`src/rtl/dpc_pkg.sv`:
```
package dpc_pkg;

  localparam logic [1:0] KIND_FETCH = 2'd0;
  localparam logic [1:0] KIND_LOAD  = 2'd1;
  localparam logic [1:0] KIND_STORE = 2'd2;

  localparam logic [1:0] IMP_NONE = 2'd0;
  localparam logic [1:0] IMP_WALK = 2'd1;
  localparam logic [1:0] IMP_AD   = 2'd2;

  localparam logic [1:0] PRIV_MACHINE = 2'd3;

  localparam logic [1:0] SEL_SDID = 2'd0;
  localparam logic [1:0] SEL_MODE = 2'd1;
  localparam logic [1:0] SEL_ROOT = 2'd2;

  localparam logic [3:0] CAUSE_NONE  = 4'd0;
  localparam logic [3:0] CAUSE_FETCH = 4'd1;
  localparam logic [3:0] CAUSE_LOAD  = 4'd5;
  localparam logic [3:0] CAUSE_STORE = 4'd7;

  // Permission an access needs: implicit kind overrides the original kind
  function automatic logic needs_write(input logic [1:0] kind, input logic [1:0] imp);
    if (imp == IMP_AD)        return 1'b1;
    else if (imp == IMP_WALK) return 1'b0;
    else                      return (kind == KIND_STORE);
  endfunction

  function automatic logic perm_allows(input logic [1:0] perm, input logic wr);
    return wr ? perm[1] : perm[0];
  endfunction

  function automatic logic [3:0] fault_cause(input logic [1:0] kind);
    case (kind)
      KIND_FETCH: return CAUSE_FETCH;
      KIND_STORE: return CAUSE_STORE;
      default:    return CAUSE_LOAD;
    endcase
  endfunction

endpackage

```
`src/rtl/dpc_table.sv`:
```
module dpc_table
  import dpc_pkg::*;
#(
  parameter int SDID_W     = 2,
  parameter int PAGE_IDX_W = 6
) (
  input  logic                  clk,
  input  logic                  rst_n,
  input  logic [1:0]            m_priv,
  input  logic                  wr_en,
  input  logic [SDID_W-1:0]     wr_sdid,
  input  logic [PAGE_IDX_W-1:0] wr_page,
  input  logic [1:0]            wr_perm,
  input  logic                  rd_en,
  input  logic                  rd_in_range,
  input  logic [SDID_W-1:0]     rd_sdid,
  input  logic [PAGE_IDX_W-1:0] rd_page,
  output logic [1:0]            perm_q
);

  localparam int IDX_W   = SDID_W + PAGE_IDX_W;
  localparam int ENTRIES = 1 << IDX_W;

  logic [1:0] mem [ENTRIES];
  logic       wr_ok;
  logic [IDX_W-1:0] wr_idx, rd_idx;

  assign wr_ok  = wr_en && (m_priv == PRIV_MACHINE);
  assign wr_idx = {wr_sdid, wr_page};
  assign rd_idx = {rd_sdid, rd_page};

  always_ff @(posedge clk or negedge rst_n) begin
    if (!rst_n) begin
      for (int i = 0; i < ENTRIES; i++) mem[i] <= '0;
    end else if (wr_ok) begin
      mem[wr_idx] <= wr_perm;
    end
  end

  always_ff @(posedge clk or negedge rst_n) begin
    if (!rst_n)     perm_q <= '0;
    else if (rd_en) perm_q <= rd_in_range ? mem[rd_idx] : 2'b00;
  end


  oor_no_perm_chk: assert property (@(posedge clk) disable iff (!rst_n)
    (rd_en && !rd_in_range) |=> (perm_q == 2'b00));

endmodule

```
`config.mk`:
```
export PLATFORM = sky130hd
export DESIGN_NAME = dpc_table
export DESIGN_NICKNAME = d
export VERILOG_FILES = /design/src/rtl/dpc_pkg.sv /design/src/rtl/dpc_table.sv
export SDC_FILE = /design/constraint.sdc
export NUM_CORES = 1
export LEC_CHECK = 0
export ABC_AREA = 1
export ABC_CLOCK_PERIOD_IN_PS = 2100
export BUFFER_PORTS_ARGS = -buffer_cell sky130_fd_sc_hd__buf_2
export CAP_MARGIN = 20
export CORE_MARGIN = 4
export CORE_UTILIZATION = 60
export CTS_CLUSTER_SIZE = 25
export DETAILED_ROUTE_END_ITERATION = 7
export PLACE_DENSITY = 0.72
export RECOVER_POWER = 100
export SYNTH_ARGS = -nofsm -noshare
export SYNTH_HDL_FRONTEND = slang
export SYNTH_SLANG_ARGS = --single-unit
```
`constraint.sdc`:
```
create_clock -name clk -period 2.1 [get_ports clk]
set_clock_uncertainty 0.1 [all_clocks]
set_input_delay 0.105 -clock clk [delete_from_list [all_inputs] [get_ports clk]]
set_output_delay 0.105 -clock clk [all_outputs]
set_load 0.1 [all_outputs]
```
### Word level (Yosys, flattened, before mapping)

Cells that the tools add are included.

| storage, ports and cells | value |
|---|---|
| flip-flop bits (word level) | 514 |
| bits of input ports | 25 |
| output and inout bits | 2 |

| operators by class | value |
|---|---|
| magnitude comparators | 3 |
| equal/unequal tests | 1 |
| mux-type cells | 7 |
| bitwise gates (word level) | 2 |
| reduce and logical (&&, ||, !) cells | 2 |

Operators with widths:

| operator | count |
|---|---|
| bitwise mux 512 bit | 1 |
| greater-or-equal comparator 9 bit (second input constant) | 2 |
| NOT 8 -> 9 bit | 2 |
| binary-select mux 2 bit (select 8 bit) | 1 |
| demux 2 bit (select 8 bit) | 1 |
| < comparator 9 x 1 -> 1 bit (second input constant) | 1 |
| two-way mux 2 bit | 4 |
| equality test 2 bit (second input constant) | 1 |
| logical AND 1 bit | 2 |

### Logic depth before layout (Yosys ltp)

Gate-level depths: netlist of run 1.

| logic depth | value |
|---|---|
| word-level depth | 6 |
| gate-level depth with buffers | 16 |
| mapped depth without buffers | 13 |

### Worst setup path after synthesis of run 1

Ideal clock, no wire load.

| timing | value |
|---|---|
| kind | input-to-reg |
| start | input rd_page[0] |
| end | register perm_q[0] |
| arrival | 1270 ps |
| slack | 610 ps |
| cell stages on the path | 15 |
| cells stage by stage | buf_4 buf_4 buf_2 nand2_1 nand3_1 nand3_1 nand3_1 nand2_1 nand2_1 nand3_1 nand3_1 nand3_1 nand2_1 nand2_1 nand2_1 |

| between the ends | value |
|---|---|
| cells in the longest elaborated chain, start to end | 5 |

RTL lines:

| item | RTL line | source |
|---|---|---|
| start: declaration | dpc_table.sv:17 | `input logic [PAGE_IDX_W-1:0] rd_page,` |
| NOT 8 -> 9 bit (not written as such) | dpc_table.sv:42 | `else if (rd_en) perm_q <= rd_in_range ? mem[rd_idx] : 2'b00;` |
| binary-select mux 2 bit (select 8 bit) | dpc_table.sv:42 |  |
| two-way mux 2 bit (not written as such) (2 in series) | dpc_table.sv:42 |  |
| two-way mux 2 bit | dpc_table.sv:42 |  |
| end signal: assignment | dpc_table.sv:42 |  |
| end: declaration | dpc_table.sv:18 | `output logic [1:0] perm_q` |

Every way passes these cells. The select of a mux whose other input is x is not followed.
A chain may end at the register's enable or synchronous reset.

### Worst setup path in the final report of run 1

| timing | value |
|---|---|
| start | input m_priv[0] |
| end | register mem[162] in the netlist's numbering |

| between the ends | value |
|---|---|
| cells in the longest elaborated chain, start to end | 2 |

RTL lines:

| item | RTL line | source |
|---|---|---|
| start: declaration | dpc_table.sv:9 | `input logic [1:0] m_priv,` |
| equality test 2 bit | dpc_table.sv:28 | `assign wr_ok = wr_en && (m_priv == PRIV_MACHINE);` |
| logical AND 1 bit | dpc_table.sv:28 |  |
| end signal: indexed assignment | dpc_table.sv:36 | `mem[wr_idx] <= wr_perm;` |
| end: declaration | dpc_table.sv:24 | `logic [1:0] mem [ENTRIES];` |

Every way passes these cells.

==> results of run 1 <==
[layout make-up]
type                       instances  area share, %
antenna                            1        0.00923
clock buffer                      82           5.97
clock inverter                    13          0.466
inverter                          27          0.438
multi-input combinational       2407           38.1
sequential                       514           47.4
tap                              525           2.42
timing repair buffer             145           5.22
[registers in the layout, summed over array words and instances, names as in the netlist]
signal / flops
perm_q: 2
mem: 512
[synth_stat cells]
cell	number
clkbuf_1	84
inv_4	1
nand3_1	496
nand3_4	1
buf_1	16
buf_4	19
buf_6	3
o21ai_1	156
nor2_1	37
buf_2	77
o21ai_0	356
nor3_2	17
inv_2	2
dfrtp_1	514
inv_1	24
nor3_1	1
nand2_1	1343
[layer usage]
layer	part of all wire, %	up-vias	global-route usage, %
met1	41	10600	46.9
met4	4.0	2	12.4
met3	9.0	197	5.67
met5	0.017	-	0
met2	46	1105	54.2
li1	-	10388	-
[final timing paths]
kind / slack (ns) / depth (start not counted) / endpoint / startpoint
max: 0.17 / 7 / mem[162]$_DFFE_PN0P_ / m_priv[0]
min in group asynchronous: 0.47 / 3 / mem[65]$_DFFE_PN0P_ / rst_n
min: 0.1 / 6 / mem[469]$_DFFE_PN0P_ / wr_page[3]
min reg2reg: 0.38 / 2 / mem[450]$_DFFE_PN0P_ / mem[450]$_DFFE_PN0P_
max reg2reg: 0.31 / 12 / perm_q[1]$_DFFE_PN0P_ / mem[49]$_DFFE_PN0P_
max in group asynchronous: 0.25 / 4 / mem[125]$_DFFE_PN0P_ / rst_n
[kinds of logic (layout without fill, tap and decap cells)]
group / Yosys count / after routing / share of synthesized area [%]
buf+inv: 226 / 267 / 4.28
simple gates: 1895 / 1895 / 32.3
compound gates: 512 / 512 / 10.5
other cells: 0 / 1 / 0
flops: 514 / 514 / 52.9
[through the flow]
step / TNS, ns / power [mW]
floorplan: 0 / 11.3
global placement: -0.0605 / 12.0
detailed placement: -0.102 / 12.1
CTS: 0 / 21.5
global route: 0 / 22.0
finish: 0 / 21.4
[worst max-delay path, delay by kind of cell]
| family | cells | cell delay, ns |
|---|---|---|
| simple gates | 4 | 1.42 |
| compound gates | 1 | 0.08 |
| buf+inv | 2 | 0.65 |
[power groups by stage]
stage                     logic [mW]  registers (mW)  clock network [mW]
after global placement          1.73            10.3                   0
after floorplan                0.929            10.3                   0
after detailed placement        1.75            10.3                   0
after global routing            1.90            10.2                9.96
after CTS                       1.78            10.1                9.53
final                           1.74            10.1                9.46
[what timing repair did]
item | CTS | global route
endpoints found under the hold margin | 595 | 0
hold buffers | 10 | 0
resized for setup | 0 | 0
==> impl_metrics.ini, run 1 <==
[status]
status = finished clean

[detailed_routing]
via_per_inst = 6.00
wl_mm = 74.3
postRouteAntennaNets = 0
drc = 0
detail_route.wl_per_cell_um = 20.0
drt-pass1-iter-count = 7
drtIter0Drc = 2695
vias = 22292

[floorplan]
die_area_um2 = 43800
initial_core_util_pct = 60.9
fp-row-count = 73
io_pins = 27
die_y_um = 209
coreArea_um2 = 39900
die_w_um = 209

[power]
combinationalPowerShare_pct = 8.2
p_seq_share_pct = 47.5
ir_worst_vdd_mv = 0.787
leakagePower_nw = 11.8
clkPwrFrac_pct = 44.3
netSwitchingFraction_pct = 24.8
power_switching_mw = 5.31
p_int_mw = 16.0
power_density_nw_per_um2 = 787

[logic_synthesis]
ys_warn_count = 0
synth-seq-area-share_pct = 52.9
synth_area_leader_cell = dfrtp_1
synth_area_per_cell_um2 = 7.73
ys_ff_latch = 514
synthTopCellsByArea = dfrtp_1 53%, nand2_1 21%, nand3_1 10%
syn_nets = 3172
synth_area_um2 = 24300
synth.distinct_cells = 17
synth_top_area_share_pct = 52.9
synthCells = 3147

[finish]
layout_commonest_cell = nand2_1
final_core_util_pct = 67.9
multi_input_area_um2 = 10300
final_area_um2 = 27100
fin_cells = 3714
area_growth_pct = 11.5
drive_gt1_share_pct = 6.49
fillCellCount = 3282
regArea_um2 = 12900
nets = 3173
layout_common_cells = 1343 x nand2_1, 514 x dfrtp_1, 497 x nand3_1, 491 x o21ai_0, 55 x clkbuf_16

[global_route]
grt_remaining_overflow = 0
grt_pass1_wl_mm = 119
grt_pass1_vias = 21619
grt_usage_pct = 33.8
grt_max_degree = 77
grt_antenna_before_repair = 2

[place]
port_buffers = 26
gp_congestion = 0.915
place_hpwl_mm = 46.1
pre_cts_ws_ns = -0.0617
placed_area_um2 = 25500
place_inst = 3608

[sta]
tightestPinTransition_ns = 0.896
final.period_utilization_pct = 92.0
slew_headroom_pct = 40.1
whs_ns = 0.0980
rsz0062_at_grt = no
fin_ws_ns = 0.167
final.min_clock_period_ns = 1.93
setup-violations-final = 0
fmax_mhz = 517
slew_viol_final = 0
finalHoldViolations = 0

[setup_path]
cp-end-kind = flip-flop
critical-path-max-stage-delay_ns = 0.61
slowest_stage = nand3_1
arrival_ns = 2.29
crit_type = primary input to flip-flop
cp.required_ns = 2.45
crit_top_cell = nand2_1
path_cells = buf_2, nand3_1, nor3_1, clkbuf_2, nand2_1, nand2_1, o21ai_0
start_kind = primary input
cp_max_fo = 19

[clock_network]
insertion_delay_ns = 0.61
cts.sinks = 514
cts_tree = built
cts_buffers = 53
htreeDepth = 2
cts_max_path_buffers = 3
path_clk_slew_ns = 0.06
root_buffer = clkbuf_16
cts_setup_buffers = 0

[job]
maxCapViolCount = 0

[hold_path]
min-delay-path-class = primary input to flip-flop
Note: power is estimated with default switching activity, not from simulation.
==> run 2, diff against run 1 <==
--- a/config.mk
+++ b/config.mk
@@ -6,8 +6,8 @@
 export NUM_CORES = 1
 export LEC_CHECK = 0
 export ABC_AREA = 1
-export ABC_CLOCK_PERIOD_IN_PS = 2100
-export BUFFER_PORTS_ARGS = -buffer_cell sky130_fd_sc_hd__buf_2
+export ABC_CLOCK_PERIOD_IN_PS = 2000
+export BUFFER_PORTS_ARGS = -buffer_cell sky130_fd_sc_hd__buf_4
 export CAP_MARGIN = 20
 export CORE_MARGIN = 4
 export CORE_UTILIZATION = 60
@@ -18,3 +18,4 @@
 export SYNTH_ARGS = -nofsm -noshare
 export SYNTH_HDL_FRONTEND = slang
 export SYNTH_SLANG_ARGS = --single-unit
+export TNS_END_PERCENT = 30
==> constraint.sdc (replaced) <==
create_clock -name clk -period 2 [get_ports clk]
set_clock_uncertainty 0.1 [all_clocks]
set_input_delay 0.1 -clock clk [delete_from_list [all_inputs] [get_ports clk]]
set_output_delay 0.1 -clock clk [all_outputs]
set_load 0.1 [all_outputs]
==> impl_metrics.ini, run 2 (synthesized netlist as in run 1, its figures left out) <==
[detailed_routing]
detail_route.wl_per_cell_um = 20.2
vias = 22666
via_per_inst = 6.09
postRouteAntennaNets = 0
drc = 0
drtIter0Drc = 2729
drt-pass1-iter-count = 7
wl_mm = 75.0

[setup_path]
slowest_stage = clkbuf_1
critical-path-max-stage-delay_ns = 0.90
path_delay_family = buffers and inverters
cp.required_ns = 2.38
arrival_ns = 2.33
path_cells = clkbuf_1, nor2_1, inv_1, nor3_1, clkbuf_1, nand2_1, nand2_1, o21ai_0
start_kind = primary input
cp_max_fo = 10
crit_type = primary input to flip-flop
path_buf_inv = 3
cp-end-kind = flip-flop

[global_route]
grt_pass1_wl_mm = 119
use_met2_pct = 54.1
grt_max_degree = 70
met3_usage_pct = 6.59
top_usage_layer = met2
use_met1_pct = 46.2
grt_usage_pct = 33.9
grt_antenna_before_repair = 0
grt_pass1_vias = 22040
grt_remaining_overflow = 0

[finish]
drive_gt1_share_pct = 6.42
fin_cells = 3719
nets = 3178
largest_register = mem
largest_register_ffs = 512
antenna_cells = 0
multi_input_area_um2 = 10300
regArea_um2 = 12900
layout_common_cells = 1343 x nand2_1, 514 x dfrtp_1, 496 x nand3_1, 485 x o21ai_0, 57 x buf_4
area_growth_pct = 12.3
top_regs = mem: 512 flops, perm_q: 2 flops
fillCellCount = 3279
layout_commonest_cell = nand2_1

[power]
leakagePower_nw = 11.9
power_density_nw_per_um2 = 847
ir_worst_vdd_mv = 0.785
power_mw = 23.1

[clock_network]
cts_tree = built
insertion_delay_ns = 0.62
htreeDepth = 2
cts_max_path_buffers = 3
path_clk_slew_ns = 0.06
cts_setup_buffers = 0
cts_resized = 0
root_buffer = clkbuf_16
cts.sinks = 514
cts_buffers = 55
cts_hold_buf = 9

[place]
gp_congestion = 0.902
pre_cts_ws_ns = -0.0295
port_buffers = 26
place_inst = 3612
place_hpwl_mm = 45.8

[floorplan]
die_y_um = 209
die_w_um = 209
fp-row-count = 73
die_area_um2 = 43800
initial_core_util_pct = 60.9
io_pins = 27
coreArea_um2 = 39900

[sta]
fmax_mhz = 513
slew_viol_final = 9
tightestPinTransition_ns = 1.70
fin_ws_ns = 0.0495
rsz0062_at_grt = no
final.period_utilization_pct = 97.5
setup-violations-final = 0
finalHoldViolations = 0
slew_headroom_pct = -13.7
final.min_clock_period_ns = 1.95

[status]
status = finished with violations
violations = max-capacitance violations, max-slew violations

[hold_path]
min-delay-path-class = primary input to flip-flop

[job]
maxCapViolCount = 1
run 2: worst reg2reg max path: stages, from the launching register on:
cell and delay (ns):
dfrtp_1 0.39, nand2_1 0.09, nand3_1 0.10, nand3_1 0.10, nand3_1 0.18, nand3_1 0.24, nand2_1 0.08, nand2_1 0.06
nand3_1 0.07, nand3_1 0.08, nand2_1 0.06, nand2_1 0.06, nand2_1 0.04
run 2: path summary, 6_finish.rpt:
| path | start | to | slack [ns] | depth (start not counted) |
|---|---|---|---|---|
| max in group asynchronous | rst_n | mem[33]$_DFFE_PN0P_ | 0.15 | 3 |
| min reg2reg | mem[240]$_DFFE_PN0P_ | mem[240]$_DFFE_PN0P_ | 0.38 | 2 |
| min in group asynchronous | rst_n | mem[487]$_DFFE_PN0P_ | 1.11 | 3 |
| max | wr_page[0] | mem[31]$_DFFE_PN0P_ | 0.05 | 8 |
| max reg2reg | mem[153]$_DFFE_PN0P_ | perm_q[1]$_DFFE_PN0P_ | 0.28 | 12 |
| min | wr_page[4] | mem[496]$_DFFE_PN0P_ | 0.15 | 7 |
run 2: final cells by class:
type / instances / area share [%]
Sequential cell: 514 / 47.1
Tap cell: 525 / 2.40
Inverter: 27 / 0.435
Clock buffer: 79 / 5.84
Timing Repair Buffer: 148 / 5.34
Clock inverter: 19 / 1.06
Multi-Input combinational cell: 2407 / 37.8
run 2: metal layers:
| layer | wire length (um) | up-vias |
|---|---|---|
| met1 | 30000 | 10818 |
| met3 | 7410 | 256 |
| met2 | 34100 | 1193 |
| met5 | 76 | - |
| met4 | 3530 | 2 |
| li1 | - | 10397 |
run 2: through the flow:
step           util (%)  hold slack [ns]  cell area [um^2]  setup TNS (ns)
3_3_place_gp       64.3          -0.0268             25700         -0.0502
2_1_floorplan         -           -0.296             24300               0
6_report           68.4            0.153             27300               0
3_5_place_dp       64.3          -0.0268             25700         -0.0530
5_1_grt            68.4            0.173             27300               0
4_1_cts            69.3            0.104             27700               0
run 2: power breakdown:
group | internal, mW | switching [mW] | total, mW
sequential | 10.6 | 0.0950 | 10.7
combinational | 0.512 | 1.35 | 1.87
clock | 6.42 | 4.21 | 10.6
